==> src/rtl/felog_pkg.sv <==
package felog_pkg;
  localparam int LOG_W        = 14;
  localparam int BIT_BUS_ADDR = 0;
  localparam int BIT_L2_TAG   = 1;
  localparam int BIT_OTHER    = 2;
  localparam int BIT_TRAP_MAX = 8;
  localparam int BIT_SIR_MAX  = 9;
  localparam int BIT_WDT_MAX  = 10;
  localparam int BIT_WDT_2ND  = 11;
  localparam int BIT_MODE_REG = 12;
  localparam int BIT_TRAP_ADR = 13;

  typedef struct packed {
    logic setBusAddr;
    logic setL2Tag;
    logic setOther;
    logic setTrapMax;
    logic setSirMax;
    logic setWdtMax;
    logic setWdt2nd;
    logic setModeReg;
    logic setTrapAdr;
    logic clearAll;
  } logStrobes_t;

  function automatic logic bitImplemented(input int idx);
    return (idx <= BIT_OTHER) || (idx >= BIT_TRAP_MAX && idx <= BIT_TRAP_ADR);
  endfunction
endpackage

==> src/rtl/felog_ctrl.sv <==
module felog_ctrl
  import felog_pkg::*;
#(
  parameter int TL_W = 3
) (
  input  logic            clk,
  input  logic            rstN,
  input  logic            trapStrobe,
  input  logic            sirStrobe,
  input  logic            wdtStrobe,
  input  logic            trapRetStrobe,
  input  logic [TL_W-1:0] trapLevel,
  input  logic [TL_W-1:0] maxTrapLevel,
  input  logic            ueBusAddr,
  input  logic            ueL2Tag,
  input  logic            ueOtherFatal,
  input  logic            ueModeReg,
  input  logic            ueTrapAddr,
  input  logic            otherErrState,
  input  logic            clearReq,
  output logStrobes_t     strobes,
  output logic            errStateReq,
  output logic            wdResetReq,
  output logic            asyncDataErr
);
  logic atMax;
  logic belowMax;
  logic firstSeenQ;
  logic firstNow;
  logic anySet;

  assign atMax    = (trapLevel == maxTrapLevel);
  assign belowMax = (trapLevel < maxTrapLevel);

  always_comb begin
    strobes            = '0;
    strobes.setBusAddr = ueBusAddr;
    strobes.setL2Tag   = ueL2Tag;
    strobes.setOther   = ueOtherFatal;
    strobes.setTrapMax = trapStrobe && atMax;
    strobes.setSirMax  = sirStrobe && atMax;
    strobes.setWdtMax  = wdtStrobe && atMax;
    strobes.setWdt2nd  = wdtStrobe && !atMax && firstSeenQ;
    strobes.setModeReg = ueModeReg;
    strobes.setTrapAdr = ueTrapAddr;
    strobes.clearAll   = clearReq;
  end

  assign firstNow = wdtStrobe && !atMax && !firstSeenQ;
  assign anySet   = strobes.setBusAddr | strobes.setL2Tag | strobes.setOther |
                    strobes.setTrapMax | strobes.setSirMax | strobes.setWdtMax |
                    strobes.setWdt2nd  | strobes.setModeReg | strobes.setTrapAdr;

  always_ff @(posedge clk or negedge rstN) begin
    if (!rstN) begin
      firstSeenQ <= 1'b0;
    end else if (wdtStrobe && !atMax) begin
      firstSeenQ <= 1'b1;
    end else if (trapRetStrobe && belowMax) begin
      firstSeenQ <= 1'b0;
    end
  end

  always_ff @(posedge clk or negedge rstN) begin
    if (!rstN) begin
      errStateReq  <= 1'b0;
      wdResetReq   <= 1'b0;
      asyncDataErr <= 1'b0;
    end else begin
      errStateReq  <= anySet;
      wdResetReq   <= otherErrState;
      asyncDataErr <= firstNow;
    end
  end
endmodule

==> src/rtl/felog_datapath.sv <==
module felog_datapath
  import felog_pkg::*;
#(
  parameter int DATA_W = 64
) (
  input  logic              clk,
  input  logic              rstN,
  input  logStrobes_t       strobes,
  output logic [DATA_W-1:0] rdData
);
  logic [LOG_W-1:0] logQ;
  logic [LOG_W-1:0] setMask;

  always_comb begin
    setMask               = '0;
    setMask[BIT_BUS_ADDR] = strobes.setBusAddr;
    setMask[BIT_L2_TAG]   = strobes.setL2Tag;
    setMask[BIT_OTHER]    = strobes.setOther;
    setMask[BIT_TRAP_MAX] = strobes.setTrapMax;
    setMask[BIT_SIR_MAX]  = strobes.setSirMax;
    setMask[BIT_WDT_MAX]  = strobes.setWdtMax;
    setMask[BIT_WDT_2ND]  = strobes.setWdt2nd;
    setMask[BIT_MODE_REG] = strobes.setModeReg;
    setMask[BIT_TRAP_ADR] = strobes.setTrapAdr;
  end

  // Detection is ORed after the clear so that a same-cycle event survives.
  always_ff @(posedge clk or negedge rstN) begin
    if (!rstN) logQ <= '0;
    else       logQ <= (strobes.clearAll ? '0 : logQ) | setMask;
  end

  for (genvar i = 0; i < DATA_W; i++) begin : g_rd
    if (i < LOG_W && bitImplemented(i)) begin : g_live
      assign rdData[i] = logQ[i];
    end else begin : g_zero
      assign rdData[i] = 1'b0;
    end
  end
endmodule

==> src/rtl/fatal_event_logger.sv <==
module fatal_event_logger
  import felog_pkg::*;
#(
  parameter int TL_W   = 3,
  parameter int DATA_W = 64
) (
  input  logic              clk,
  input  logic              rstN,
  input  logic              trapStrobe,
  input  logic              sirStrobe,
  input  logic              wdtStrobe,
  input  logic              trapRetStrobe,
  input  logic [TL_W-1:0]   trapLevel,
  input  logic [TL_W-1:0]   maxTrapLevel,
  input  logic              ueBusAddr,
  input  logic              ueL2Tag,
  input  logic              ueOtherFatal,
  input  logic              ueModeReg,
  input  logic              ueTrapAddr,
  input  logic              otherErrState,
  input  logic              regWrEn,
  input  logic [DATA_W-1:0] regWrData,
  output logic [DATA_W-1:0] regRdData,
  output logic              errStateReq,
  output logic              wdResetReq,
  output logic              asyncDataErr
);
  logStrobes_t strobes;
  logic        clearReq;

  assign clearReq = regWrEn && regWrData[0];

  felog_ctrl #(.TL_W(TL_W)) u_ctrl (
    .clk(clk), .rstN(rstN),
    .trapStrobe(trapStrobe), .sirStrobe(sirStrobe), .wdtStrobe(wdtStrobe),
    .trapRetStrobe(trapRetStrobe), .trapLevel(trapLevel), .maxTrapLevel(maxTrapLevel),
    .ueBusAddr(ueBusAddr), .ueL2Tag(ueL2Tag), .ueOtherFatal(ueOtherFatal),
    .ueModeReg(ueModeReg), .ueTrapAddr(ueTrapAddr), .otherErrState(otherErrState),
    .clearReq(clearReq), .strobes(strobes),
    .errStateReq(errStateReq), .wdResetReq(wdResetReq), .asyncDataErr(asyncDataErr)
  );

  felog_datapath #(.DATA_W(DATA_W)) u_dp (
    .clk(clk), .rstN(rstN), .strobes(strobes), .rdData(regRdData)
  );
endmodule

==> config.mk <==
export PLATFORM = sky130hd
export DESIGN_NAME = fatal_event_logger
export DESIGN_NICKNAME = d
export VERILOG_FILES = /design/src/rtl/felog_pkg.sv /design/src/rtl/felog_ctrl.sv /design/src/rtl/felog_datapath.sv /design/src/rtl/fatal_event_logger.sv
export SDC_FILE = /design/constraint.sdc
export NUM_CORES = 1
export LEC_CHECK = 0
export BUFFER_PORTS_ARGS = -buffer_cell sky130_fd_sc_hd__buf_2
export CORE_ASPECT_RATIO = 1.5
export CORE_MARGIN = 4
export CORE_UTILIZATION = 26
export CTS_CLUSTER_SIZE = 20
export DETAILED_ROUTE_END_ITERATION = 8
export GPL_ROUTABILITY_DRIVEN = 0
export GPL_TIMING_DRIVEN = 0
export PLACE_DENSITY = 0.89
export SYNTH_ARGS = -nofsm -noshare
export SYNTH_HDL_FRONTEND = slang
export SYNTH_SLANG_ARGS = --single-unit
==> constraint.sdc <==
create_clock -name clk -period 0.8 [get_ports clk]
set_clock_uncertainty 0.15 [all_clocks]
set_input_delay 0.16 -clock clk [delete_from_list [all_inputs] [get_ports clk]]
set_output_delay 0.16 -clock clk [all_outputs]
set_load 0.02 [all_outputs]
=== Word-level counts from Yosys, hierarchy flattened ===
Index checks and enable logic that the tools add are counted.

* Input bits: 83
* Memory bits (writable): 0
* Memories: 0
* Latch bits: 0
* Flip-flop bits (word level): 18
* Output and inout bits: 67
* ROM bits: 0

* Add/sub/neg operators: 0
* Equal/unequal tests: 1
* Multipliers: 0
* Divide/modulo/power cells: 0
* Bitwise operators: 9
* Reductions and logical operators: 11
* Shift-type cells: 0
* $lt $le $gt $ge: 1
* Multiplexer cells: 3

{| class="wikitable"
|+ Operators by type and width
! kind !! number
|-
| $mux W14 || 1
|-
| $or A14 B14 Y14 || 1
|-
| $logic_and A1 B1 Y1 || 8
|-
| $or A1 B1 Y1 || 8
|-
| $eq A3 B3 Y1 || 1
|-
| $lt A3 B3 Y1 || 1
|-
| $logic_not A1 Y1 || 2
|-
| $mux W1 || 2
|-
| $reduce_bool A2 Y1 || 1
|}

=== Longest topological paths before layout ===
Gate-level depths: netlist of run 1.

* Depth in word-level cells: 8
* Depth in mapped cells: 5
* Mapped depth without buffers: 5

=== By module ===
A second synthesis of run 1 with hierarchy kept.

* Cell total of the unflattened synthesis: 110
* Area total of the unflattened synthesis: 1,012.2 um^2

{| class="wikitable"
|+ Modules (own cells, without submodules)
! module !! area each (um^2) !! times used !! cells each
|-
| felog_datapath || 713.2 || 1 || 75
|-
| felog_ctrl || 292.8 || 1 || 34
|-
| fatal_event_logger || 6.3 || 1 || 1
|}

=== Worst setup path before layout of run 1 ===
OpenSTA, ideal clock, no wires.

* Path kind: input to register
* From: input maxTrapLevel[2]
* To: register u_ctrl.errStateReq
* Slack: -387 ps
* Cell stages on the path: 5
* Data required time: 520 ps
* Data arrival time: 906 ps
* Library setup time: 130 ps
* Cells stage by stage: inv_1 > ha_1 > and3_4 > o22ai_1 > nand3_1

* Longest elaborated chain between the ends: 8

{| class="wikitable"
|+ Ends and longest elaborated chain
! what !! RTL line !! source
|-
| start, declared || fatal_event_logger.sv:14 || <nowiki>input logic [TL_W-1:0] maxTrapLevel,</nowiki>
|-
| $eq A3 B3 Y1 (*) || felog_ctrl.sv:32 || <nowiki>assign atMax = (trapLevel == maxTrapLevel);</nowiki>
|-
| $logic_and A1 B1 Y1 || felog_ctrl.sv:40 || <nowiki>strobes.setTrapMax = trapStrobe && atMax;</nowiki>
|-
| $or A1 B1 Y1 || felog_ctrl.sv:50 || <nowiki>assign anySet = strobes.setBusAddr | strobes.setL2Tag | strobes.setOther |</nowiki>
|-
| $or A1 B1 Y1 (2 in series) || felog_ctrl.sv:51 || <nowiki>strobes.setTrapMax | strobes.setSirMax | strobes.setWdtMax |</nowiki>
|-
| $or A1 B1 Y1 (*) || felog_ctrl.sv:51 ||
|-
| $or A1 B1 Y1 (*) (2 in series) || felog_ctrl.sv:52 || <nowiki>strobes.setWdt2nd | strobes.setModeReg | strobes.setTrapAdr;</nowiki>
|-
| net u_ctrl.anySet || felog_ctrl.sv:30 || <nowiki>logic anySet;</nowiki>
|-
| end signal, assigned || felog_ctrl.sv:70 || <nowiki>errStateReq <= anySet;</nowiki>
|-
| end, declared || felog_ctrl.sv:22 || <nowiki>output logic errStateReq,</nowiki>
|}

Mark *: on every way through the listed nets, which the timed path passes. The rest lies on a longest branch.
A chain may end at the register's enable or synchronous reset.

=== Final worst setup path of run 1 ===
* From: register u_dp.logQ[0]
* To: output regRdData[0]

{| class="wikitable"
|+ RTL lines
! what !! RTL line !! source
|-
| start, declared || felog_datapath.sv:11 || <nowiki>logic [LOG_W-1:0] logQ;</nowiki>
|-
| start signal, assigned || felog_datapath.sv:30 || <nowiki>else logQ <= (strobes.clearAll ? '0 : logQ) | setMask;</nowiki>
|-
| end, declared || fatal_event_logger.sv:23 || <nowiki>output logic [DATA_W-1:0] regRdData,</nowiki>
|}

No word-level cell between the ends.

==> results of run 1 <==
-- how the worst max path moves through the flow --
stage	slack [ps]	endpoint	from
CTS	-290	regRdData[0]	u_dp.logQ[0]
detailed placement	-490	u_ctrl.errStateReq	trapLevel[2]
global placement	-470	u_ctrl.errStateReq	trapLevel[2]
finish	-300	regRdData[0]	u_dp.logQ[0]
global route	-310	regRdData[0]	u_dp.logQ[0]
floorplan	-270	u_ctrl.errStateReq	trapLevel[2]
-- per-stage QoR --
| step | hold WS, ps | setup WS [ps] | area (um2) | instances |
|---|---|---|---|---|
| CTS | -131.0 | -294.7 | 1600 | 232 |
| global placement | -90.27 | -472.8 | 1425 | 226 |
| floorplan | -285.6 | -269.5 | 1217 | 153 |
| finish | -124.1 | -296.1 | 1653 | 235 |
| global route | -128.6 | -310.3 | 1653 | 235 |
| detailed placement | -84.02 | -487.8 | 1425 | 226 |
-- power groups by stage --
stage | logic (mW) | clock network [mW] | registers, mW
2_1_floorplan | 0.566 | 0 | 0.839
3_3_place_gp | 0.798 | 0 | 0.765
3_5_place_dp | 0.807 | 0 | 0.768
4_1_cts | 0.921 | 0.597 | 0.773
5_1_grt | 1.05 | 0.623 | 0.778
6_report | 0.972 | 0.578 | 0.773
-- repair_timing --
| item | CTS | global route |
|---|---|---|
| gates resized for setup | 33 | 5 |
| endpoints found under the hold margin | 20 | 6 |
| setup buffers | 1 | 3 |
| endpoints found under the setup margin | 24 | 24 |
| gates cloned | 0 | 0 |
| pin swaps | 12 | 6 |
-- area by class of cell --
| class | instances | share of cell area (%) |
|---|---|---|
| Timing Repair Buffer | 36 | 18.93 |
| Tap cell | 42 | 3.179 |
| Clock buffer | 4 | 2.725 |
| Inverter | 4 | 1.665 |
| Sequential cell | 13 | 20.06 |
| Buffer | 55 | 24.98 |
| Multi-Input combinational cell | 81 | 28.46 |
-- layer usage --
layer	part of all wire, %	global-route usage [%]	wire length [um]	up-vias
li1	-	-	-	401
met1	32	8.190	709	329
met2	51	16.40	1113	63
met3	15	2.644	335	4
met4	1.8	5.568	40	0
met5	0	0	0	-
-- cell usage after synthesis, drive strengths merged --
cell	instances	share of area, %
o2111a	1	1.2
o2111ai	1	0.92
a22o	4	3.8
a32o	1	1.0
o22ai	1	0.66
nor2	2	0.79
conb	1	0.39
nor3	1	0.52
a21o	5	3.9
buf	55	43
dfrtp	13	34
ha	3	3.9
and3	1	1.2
nand3	2	1.0
nand2	4	1.6
inv	4	1.6
-- state kept, by name, summed over array words and instances, names as in the netlist --
| signal | cells |
|---|---|
| u_ctrl.errStateReq | 1 |
| u_ctrl.firstSeenQ | 1 |
| u_ctrl.wdResetReq | 1 |
| u_dp.logQ | 9 |
| u_ctrl.asyncDataErr | 1 |
-- cell families (layout without fill, tap and decap cells) --
group	Yosys count	after routing
other	1	55
AOI/OAI and AO/OA	13	13
buffers and inverters	59	99
adders and majority gates	3	3
DFF	13	13
and+or+nand+nor	10	10
==> run summary, run 1 <==
Status: finished with violations
Failing checks: hold timing, setup timing
Crit Path Class: flip-flop to primary output
Min Tclk post-route: 1096 ps
Gr usage total: 8.797%
Io pins: 150
Reg2reg setup slack: -180 ps
H-tree depth: 1
Port buffer count: 31
Mean Syn Cell Area: 9.630 um2
Critical Path Stages: 1
Largest family of logic cells by synthesized area: buffers and inverters
Worst Reg-to-Reg Cells: 2
Critical path fanouts, max: 2
Fill cell count: 334
Drt first pass iters: 3
Reg area: 331.6 um2
CP Launch Type: flip-flop
Achievable Freq: 912.3 MHz
Starting Density: 27.39%
Post-synthesis mux area share: 0%
Worst EP arrival: 790 ps
Final setup viols: 23
Area of the die: 4720 um2
DR iter-0 viols: 7
Hold Vio Cnt, Final: 7
Critical R2R Capture: u_dp.logQ[8]
Int Power: 1.554 mW
Max Cap Viol: 0
PwrDens: 1406 nW/um2
FF+latch count, synth: 13
HP Start: otherErrState
Post-synth cell types: 17
TritonCTS clock tree: built
Horiz. Die Dim: 57.45 um
Most common cell after layout, fill and taps aside: buf_4
Sequential-to-total area share from yosys stat: 34.12%
Slowest-stage cell, CP: dfrtp_2
Cell family contributing the most delay on the critical path: flip-flops
Post-DP HPWL: 1895 um
Area of the multi-input gates: 470.5 um2
First-pass GRT wire length: 3139 um
Fin crit share: 137.0%
Switch Pwr: 0.7701 mW
Sw Ratio: 33.14%
Synth Area in Adders: 3.937%
Pleak: 0.9410 nW
Grt total ovfl: 0
Mapped Cells: 99
Logic pwr share: 41.8%
Vias per inst: 3.391
Antenna Cells: 0
Post-layout nets: 280
Setup TNS: -4497 ps
Syn. warnings: 0
Most frequent cells in the layout: buf_4 (57), conb_1 (55), buf_6 (18)
Area Overhead vs Synth: 73.36%
WL final: 2199 um
Synth Area in XOR/XNOR: 0%
Hold path endpoint: u_ctrl.wdResetReq
Clock Path Buffers: 2
Worst setup margin: -296.1 ps
Count of final max-slew check failures: 0
Synth Area in Simple Gates: 5.118%
WL per Instance: 9.357 um
TritonCTS Buffers: 3
Vias: 797
Compound-gate portion of the synthesized area: 11.55%
Num rows: 26
Layout cell share with drive strength beyond 1: 57.51%
DRC: 0
Hold Path Stages: 1
Vias in the first global route: 775
Largest net degree at the start of global routing: 14
Die H: 82.17 um
Critical Path Max Stage Delay: 410 ps
Tot Pwr: 2.324 mW
Buf+Inv Stages, Crit Path: 1
Initial antenna violation count: 0
Reg power frac: 33.3%
CP endpoint kind: primary output
Reg2reg start: u_dp.logQ[8]
Synthesized cell area: 953.4 um2
Crit path required time: 490 ps
Clock power frac: 24.9%
Antenna Nets Post-Route: 0
Core Area: 3481 um2
Worst Hold Class: input port to flip-flop
Clock slew at reported path FFs: 50 ps
VDD IR max: 0.9520 mV
Clock Sinks: 13
Hold-fix buffers, CTS: 1
Final core occ: 47.48%
Fin Hold WS: -124.1 ps
RSZ-0062 raised after global routing: true
Worst-Skew Late Latency: 240 ps
CP cell instances: buf_6
CTS root buf: clkbuf_8
Note: power is estimated with default switching activity, not from simulation.
==> run 2, diff against run 1 <==
--- a/config.mk
+++ b/config.mk
@@ -5,6 +5,7 @@
 export SDC_FILE = /design/constraint.sdc
 export NUM_CORES = 1
 export LEC_CHECK = 0
+export ABC_AREA = 1
 export BUFFER_PORTS_ARGS = -buffer_cell sky130_fd_sc_hd__buf_2
 export CORE_ASPECT_RATIO = 1.5
 export CORE_MARGIN = 4
@@ -13,7 +14,9 @@
 export DETAILED_ROUTE_END_ITERATION = 8
 export GPL_ROUTABILITY_DRIVEN = 0
 export GPL_TIMING_DRIVEN = 0
-export PLACE_DENSITY = 0.89
+export PLACE_DENSITY = 0.88
+export RECOVER_POWER = 25
+export SLEW_MARGIN = 0
 export SYNTH_ARGS = -nofsm -noshare
 export SYNTH_HDL_FRONTEND = slang
 export SYNTH_SLANG_ARGS = --single-unit
==> run 2 against run 1 <==
  * The run still ends with hold timing, setup timing left
  * Sequential power hardly changed
  * Count of clock-buffer cells in the layout stayed put
  * Synthesized cell count up 15%
  * Critical path type unchanged
  * Largest cell class unchanged
  * Highest routed layer is now met3
==> run summary, run 2 <==
TritonCTS clock tree: built (unchanged)
TritonCTS Buffers: 3 (unchanged)
Most numerous cell in the Yosys netlist: buf_4 (unchanged)
FF+latch count, synth: 13 (unchanged)
Most common cell after layout, fill and taps aside: buf_4 (unchanged)
Syn. warnings: 0 (unchanged)
Achievable Freq: 923.7 MHz (was 912.3 MHz)
Number of flops mapped to enable cells by yosys: 0 (unchanged)
Clock slew at reported path FFs: 50 ps (about the same)
Slowest-stage cell, CP: dfrtp_1 (was dfrtp_2)
Io pins: 150 (unchanged)
First-pass GRT wire length: 3036 um (was 3139 um)
PwrDens: 1354 nW/um2 (was 1406 nW/um2)
Buf+Inv Stages, Crit Path: 1 (unchanged)
Synth Area in Simple Gates: 13.20% (was 5.118%)
CP cell instances: buf_6 (unchanged)
Post-synthesis mux area share: 0% (unchanged)
Worst EP arrival: 770 ps (was 790 ps)
Final setup viols: 22 (was 23)
Biggest register: u_dp.logQ (unchanged)
Worst setup margin: -282.6 ps (was -296.1 ps)
DRC: 0 (unchanged)
Setup TNS: -4011 ps (was -4497 ps)
Reg2reg start: u_dp.logQ[1] (was u_dp.logQ[8])
Largest register FFs: 9 (unchanged)
Worst Hold Class: input port to flip-flop (unchanged)
Post-synth cell types: 16 (was 17)
Critical path fanouts, max: 2 (unchanged)
Failing checks: hold timing, setup timing (unchanged)
Fin Hold WS: -116.2 ps (was -124.1 ps)
Vias per inst: 3.253 (was 3.391)
Grt total ovfl: 0 (unchanged)
WL final: 2082 um (was 2199 um)
Most frequent cells in the layout: buf_4 (57), conb_1 (55), buf_6 (20) (was buf_4 (57), conb_1 (55), buf_6 (18))
Drt first pass iters: 4 (was 3)
DR iter-0 viols: 9 (was 7)
Clock Path Buffers: 2 (unchanged)
WL per Instance: 8.229 um (was 9.357 um)
Count of final max-slew check failures: 0 (unchanged)
Crit path required time: 490 ps (about the same)
Cell family contributing the most delay on the critical path: flip-flops (unchanged)
Mapped Cells: 114 (was 99)
H-tree depth: 1 (unchanged)
Num rows: 27 (was 26)
Tot Pwr: 2.313 mW (was 2.324 mW)
Synth async-reset ratio: 100.0% (unchanged)
Mean Syn Cell Area: 8.649 um2 (was 9.630 um2)
Area Overhead vs Synth: 73.22% (was 73.36%)
Min Tclk post-route: 1083 ps (was 1096 ps)
Gr usage total: 7.747% (was 8.797%)
Die H: 83.42 um (was 82.17 um)
Design area: 1708 um2 (was 1653 um2)
Layout cell share with drive strength beyond 1: 56.19% (was 57.51%)
Synth top area share: 41.88% (was 43.31%)
Starting Density: 26.78% (was 27.39%)
Post-layout nets: 297 (was 280)
Most area-consuming cells after synthesis: buf_4 (42%), dfrtp_1 (33%), nand2_1 (6.5%) (was buf_4 (43%), dfrtp_1 (34%), a21o_1 (3.9%))
Main synth FF type: dfrtp_1 (unchanged)
HP Start: otherErrState (unchanged)
Sequential-to-total area share from yosys stat: 32.99% (was 34.12%)
Clock Sinks: 13 (unchanged)
DP Area: 1465 um2 (was 1425 um2)
Post-DP HPWL: 1797 um (was 1895 um)
Area of the multi-input gates: 480.5 um2 (was 470.5 um2)
Horiz. Die Dim: 58.28 um (was 57.45 um)
Largest net degree at the start of global routing: 14 (unchanged)
Hold Vio Cnt, Final: 6 (was 7)
Antenna Cells: 0 (unchanged)
Vias: 823 (was 797)
Synthesized cell area: 985.9 um2 (was 953.4 um2)
Port buffer count: 31 (unchanged)
Critical Path Max Stage Delay: 400 ps (was 410 ps)
Max Cap Viol: 0 (unchanged)
Initial antenna violation count: 0 (unchanged)
Worst-Skew Late Latency: 230 ps (was 240 ps)
Reg area: 331.6 um2 (unchanged)
CP Launch Point: u_dp.logQ[9] (was u_dp.logQ[0])
Fill cell count: 349 (was 334)
Top post-synthesis cells by count: buf_4 (55), nand2_1 (17), dfrtp_1 (13), inv_1 (6), nor2_1 (6) (was buf_4 (55), dfrtp_1 (13), a21o_1 (5), inv_1 (4), nand2_1 (4))
Fin crit share: 135.3% (was 137.0%)
CP Launch Type: flip-flop (unchanged)
CTS root buf: clkbuf_8 (unchanged)
Synth Area in Adders: 3.807% (was 3.937%)
Post-synth top area cell: buf_4 (unchanged)
Compound-gate portion of the synthesized area: 4.949% (was 11.55%)
VDD IR max: 0.8472 mV (was 0.9520 mV)
Largest family of logic cells by synthesized area: buffers and inverters (unchanged)
Area of the die: 4862 um2 (was 4720 um2)
Synth Area in XOR/XNOR: 0% (unchanged)
Pleak: 0.9915 nW (was 0.9410 nW)
CP endpoint kind: primary output (unchanged)
Antenna Nets Post-Route: 0 (unchanged)
Core Area: 3682 um2 (was 3481 um2)
Hold-fix buffers, CTS: 1 (unchanged)
Vias in the first global route: 725 (was 775)
Crit Path Class: flip-flop to primary output (unchanged)
Status: finished with violations (unchanged)
RSZ-0062 raised after global routing: true (unchanged)
-- run 2: worst register-to-register path, stage by stage, from the launching register on --
cell	delay [ps]
dfrtp_2	400
buf_4	130
buf_6	100
a21o_1	140
-- run 2: stage by stage --
step,hold WS [ps],setup WS [ps],cells,util (%)
4_1_cts,-120.9,-288.7,249,45.06
3_5_place_dp,-90.36,-434.9,242,39.79
5_1_grt,-120.2,-308.8,253,46.38
2_1_floorplan,-285.6,-192.9,168,-
6_report,-116.2,-282.6,253,46.38
3_3_place_gp,-90.18,-420.4,242,39.79
-- run 2: area by class of cell --
type,count,share of cell area (%)
Multi-Input combinational cell,93,28.13
Buffer,55,24.18
Clock buffer,4,2.637
Inverter,7,2.857
Timing Repair Buffer,38,19.63
Tap cell,43,3.150
Sequential cell,13,19.41
-- run 2: final timing paths --
path / slack (ps) / to / cells past startpoint
worst max-delay path: -280 / regRdData[9] / 1
worst min-delay path: -120 / u_ctrl.wdResetReq / 1
worst max register to register: -230 / u_dp.logQ[1] / 3
worst min register to register: 320 / u_ctrl.asyncDataErr / 1
max in group asynchronous: 70 / u_dp.logQ[0] / 2
min in group asynchronous: 190 / u_dp.logQ[12] / 2
-- run 2: timing repair --
item                                   CTS  global route
setup endpoints to repair               22            33
endpoints found under the hold margin   19             5
pin swaps                                7             5
gates resized for setup                 36             7
setup buffers                            2             4
-- run 2: kinds of logic (layout without fill, tap and decap cells) --
family / Yosys count / after routing
and+or+nand+nor: 28 / 28
AOI/OAI and AO/OA: 7 / 7
other: 1 / 55
DFF: 13 / 13
buffers and inverters: 62 / 104
adders and majority gates: 3 / 3
-- run 2: where the power goes --
part	switching (mW)	total [mW]	internal (mW)	leakage, nW
clock network	0.204	0.554	0.350	0.0228
registers	0.0469	0.771	0.725	0.142
logic	0.513	0.987	0.474	0.827
-- run 2: per-layer routing --
metal	global-route usage [%]	vias up	wire, um
met5	0	-	0
met3	4.821	0	402
met2	13.73	61	1075
met4	0.6329	0	0
li1	-	431	-
met1	7.765	331	605
==> run 3, diff against run 2 <==
--- a/config.mk
+++ b/config.mk
@@ -9,14 +9,16 @@
 export BUFFER_PORTS_ARGS = -buffer_cell sky130_fd_sc_hd__buf_2
 export CORE_ASPECT_RATIO = 1.5
 export CORE_MARGIN = 4
-export CORE_UTILIZATION = 26
+export CORE_UTILIZATION = 28
 export CTS_CLUSTER_SIZE = 20
 export DETAILED_ROUTE_END_ITERATION = 8
 export GPL_ROUTABILITY_DRIVEN = 0
 export GPL_TIMING_DRIVEN = 0
-export PLACE_DENSITY = 0.88
+export PLACE_DENSITY = 0.9
 export RECOVER_POWER = 25
+export SETUP_SLACK_MARGIN = 0.05
 export SLEW_MARGIN = 0
 export SYNTH_ARGS = -nofsm -noshare
 export SYNTH_HDL_FRONTEND = slang
+export SYNTH_HIERARCHICAL = 1
 export SYNTH_SLANG_ARGS = --single-unit
==> run 3 against run 2 <==
  * Critical endpoint is now regRdData[2]
  * Largest power group unchanged
  * Largest cell class unchanged
  * First-iteration DRC count is 22% higher
  * Die area grew 1.5%
  * The flow still finishes with violations (hold timing, setup timing)
  * Maximum frequency down 0.69%
  * Non-clock buffer count is 2 higher
==> run summary, run 3 <==
Antenna Nets Post-Route: 0 (unchanged)
TritonCTS Buffers: 3 (unchanged)
First-pass GRT wire length: 3636 um (was 3036 um)
Crit path required time: 490 ps (about the same)
Most area-consuming cells after synthesis: buf_4 (42%), dfrtp_1 (30%), nand2_1 (8.3%) (was buf_4 (42%), dfrtp_1 (33%), nand2_1 (6.5%))
Fin Hold WS: -221.2 ps (was -116.2 ps)
Syn. warnings: 6 (was 0)
Setup WS pre-CTS: -441.7 ps (was -434.9 ps)
Main synth FF type: dfrtp_1 (unchanged)
Worst setup margin: -290.2 ps (was -282.6 ps)
VDD IR max: 0.8253 mV (was 0.8472 mV)
CP Launch Point: u_dp/logQ[2] (was u_dp.logQ[9])
Critical R2R Capture: u_dp/logQ[11] (was u_dp.logQ[1])
Clock Path Buffers: 2 (unchanged)
Die H: 84.06 um (was 83.42 um)
Most frequent cells in the layout: buf_4 (63), conb_1 (55), nand2_1 (20) (was buf_4 (57), conb_1 (55), buf_6 (20))
PwrDens: 1330 nW/um2 (was 1354 nW/um2)
Pleak: 1.079 nW (was 0.9915 nW)
Critical path fanouts, max: 2 (unchanged)
Most numerous cell in the Yosys netlist: buf_4 (unchanged)
DR iter-0 viols: 11 (was 9)
Top post-synthesis cells by count: buf_4 (61), nand2_1 (24), inv_1 (20), dfrtp_1 (13), nor2_1 (7) (was buf_4 (55), nand2_1 (17), dfrtp_1 (13), inv_1 (6), nor2_1 (6))
Post-layout nets: 317 (was 297)
Cell family contributing the most delay on the critical path: flip-flops (unchanged)
CTS root buf: clkbuf_8 (unchanged)
Core Area: 3682 um2 (unchanged)
Drt first pass iters: 4 (unchanged)
Hold Vio Cnt, Final: 14 (was 6)
Vias per inst: 3.231 (was 3.253)
Sequential-to-total area share from yosys stat: 30.13% (was 32.99%)
Reg2reg setup slack: -90 ps (was -230 ps)
Count of final max-slew check failures: 0 (unchanged)
Synth top area share: 42.41% (was 41.88%)
Mapped Cells: 138 (was 114)
CP Capture Point: regRdData[2] (was regRdData[9])
Post-DP HPWL: 2016 um (was 1797 um)
FF+latch count, synth: 13 (unchanged)
Initial antenna violation count: 0 (unchanged)
H-tree depth: 1 (unchanged)
Num rows: 27 (unchanged)
Area of the die: 4934 um2 (was 4862 um2)
Horiz. Die Dim: 58.71 um (was 58.28 um)
Slowest-stage cell, CP: dfrtp_2 (was dfrtp_1)
Synth async-reset ratio: 100.0% (unchanged)
Worst EP arrival: 780 ps (was 770 ps)
Mean Syn Cell Area: 7.825 um2 (was 8.649 um2)
Grt total ovfl: 0 (unchanged)
Post-synth top area cell: buf_4 (unchanged)
Port buffer count: 31 (unchanged)
Io pins: 150 (unchanged)
Vias in the first global route: 902 (was 725)
Clock slew at reported path FFs: 50 ps (about the same)
Worst Reg-to-Reg Cells: 3 (unchanged)
Tightest Pin Transition: 671.7 ps
Area Overhead vs Synth: 63.27% (was 73.22%)
Biggest register: u_dp/logQ (was u_dp.logQ)
Synthesized cell area: 1080 um2 (was 985.9 um2)
Fin crit share: 136.3% (was 135.3%)
Status: finished with violations (unchanged)
WL per Instance: 8.538 um (was 8.229 um)
TritonCTS clock tree: built (unchanged)
Vias: 882 (was 823)
Clock Sinks: 13 (unchanged)
DRC: 0 (unchanged)
Failing checks: hold timing, setup timing (unchanged)
Setup TNS: -3641 ps (was -4011 ps)
Most common cell after layout, fill and taps aside: buf_4 (unchanged)
Worst Hold Class: input port to asynchronous set/reset pin (was input port to flip-flop)
CP Launch Type: flip-flop (unchanged)
Max Cap Viol: 0 (unchanged)
Largest net degree at the start of global routing: 14 (unchanged)
WL final: 2331 um (was 2082 um)
Layout cell share with drive strength beyond 1: 51.74% (was 56.19%)
Worst-Skew Late Latency: 240 ps (was 230 ps)
RSZ-0062 raised after global routing: true (unchanged)
Critical Path Max Stage Delay: 410 ps (was 400 ps)
CP endpoint kind: primary output (unchanged)
Critical Path Stages: 1 (unchanged)
Achievable Freq: 917.3 MHz (was 923.7 MHz)
Reg2reg start: u_dp/logQ[11] (was u_dp.logQ[1])
Buf+Inv Stages, Crit Path: 1 (unchanged)
Slew HR: 55.22%
Min Tclk post-route: 1090 ps (was 1083 ps)
Gr usage total: 9.638% (was 7.747%)
Crit Path Class: flip-flop to primary output (unchanged)
Antenna Cells: 0 (unchanged)
Final setup viols: 19 (was 22)
CP cell instances: buf_6 (unchanged)
Largest register FFs: 9 (unchanged)
Starting Density: 29.32% (was 26.78%)
Post-synth cell types: 14 (was 16)
Number of flops mapped to enable cells by yosys: 0 (unchanged)
## run 3: metal layers
layer | wire, um | GRT usage [%]
met1 | 682 | 8.962
met5 | 0 | 0
met3 | 387 | 2.941
met2 | 1190 | 16.99
met4 | 71 | 6.804
## run 3: how the worst min path moves through the flow
stage                     startpoint                  end  slack (ps)  cells after the start
after floorplan                 rstN  u_ctrl/asyncDataErr        -290                      0
after global placement          rstN   u_ctrl/errStateReq        -100                      1
after detailed placement        rstN  u_ctrl/asyncDataErr         -90                      1
after CTS                       rstN        u_dp/logQ[10]        -350                      1
after global routing            rstN        u_dp/logQ[10]        -160                      1
final                           rstN  u_ctrl/asyncDataErr        -220                      1
## run 3: logic make-up (layout without fill, tap and decap cells)
kind of cell / after synthesis / after routing / share of synthesized area [%]
flip-flops: 13 / 13 / 30.13
AND/OR/NAND/NOR: 37 / 37 / 15.18
buffers and inverters: 82 / 120 / 49.71
AO/OA/AOI/OAI: 2 / 2 / 1.159
other: 1 / 55 / 0.3473
adder cells (fa/ha/maj): 3 / 3 / 3.477
## run 3: power breakdown
part	switching [mW]	internal [mW]	leakage (nW)	total, mW
clock network	0.220	0.351	0.0228	0.570
registers	0.0468	0.725	0.142	0.772
logic	0.525	0.477	0.914	1.00
total	0.791	1.55	1.08	2.34
## run 3: layout make-up
class	count	area, um2
fillers	358	1919
multi-input cells	97	480.5
plain buffers	61	457.9
flip-flops and latches	13	331.6
repair buffers	34	295.3
inverters	21	98.84
well taps	43	53.80
clock buffers	4	45.04
## run 3: repair_timing
item | 4_1_cts | 5_1_grt
cloned | 0 | 0
gates resized for setup | 38 | 2
setup endpoints to repair | 23 | 24
hold endpoints to repair | 14 | 14
pin swaps | 10 | 3
buffers inserted | 1 | 2
## run 3: through the flow
stage / total power, mW / cells / util (%) / instance area, um2
floorplan: 1.450 / 192 / - / 1359
global placement: 1.597 / 266 / 42.58 / 1568
detailed placement: 1.620 / 266 / 42.58 / 1568
CTS: 2.336 / 271 / 47.37 / 1744
global route: 2.501 / 273 / 47.88 / 1763
finish: 2.344 / 273 / 47.88 / 1763
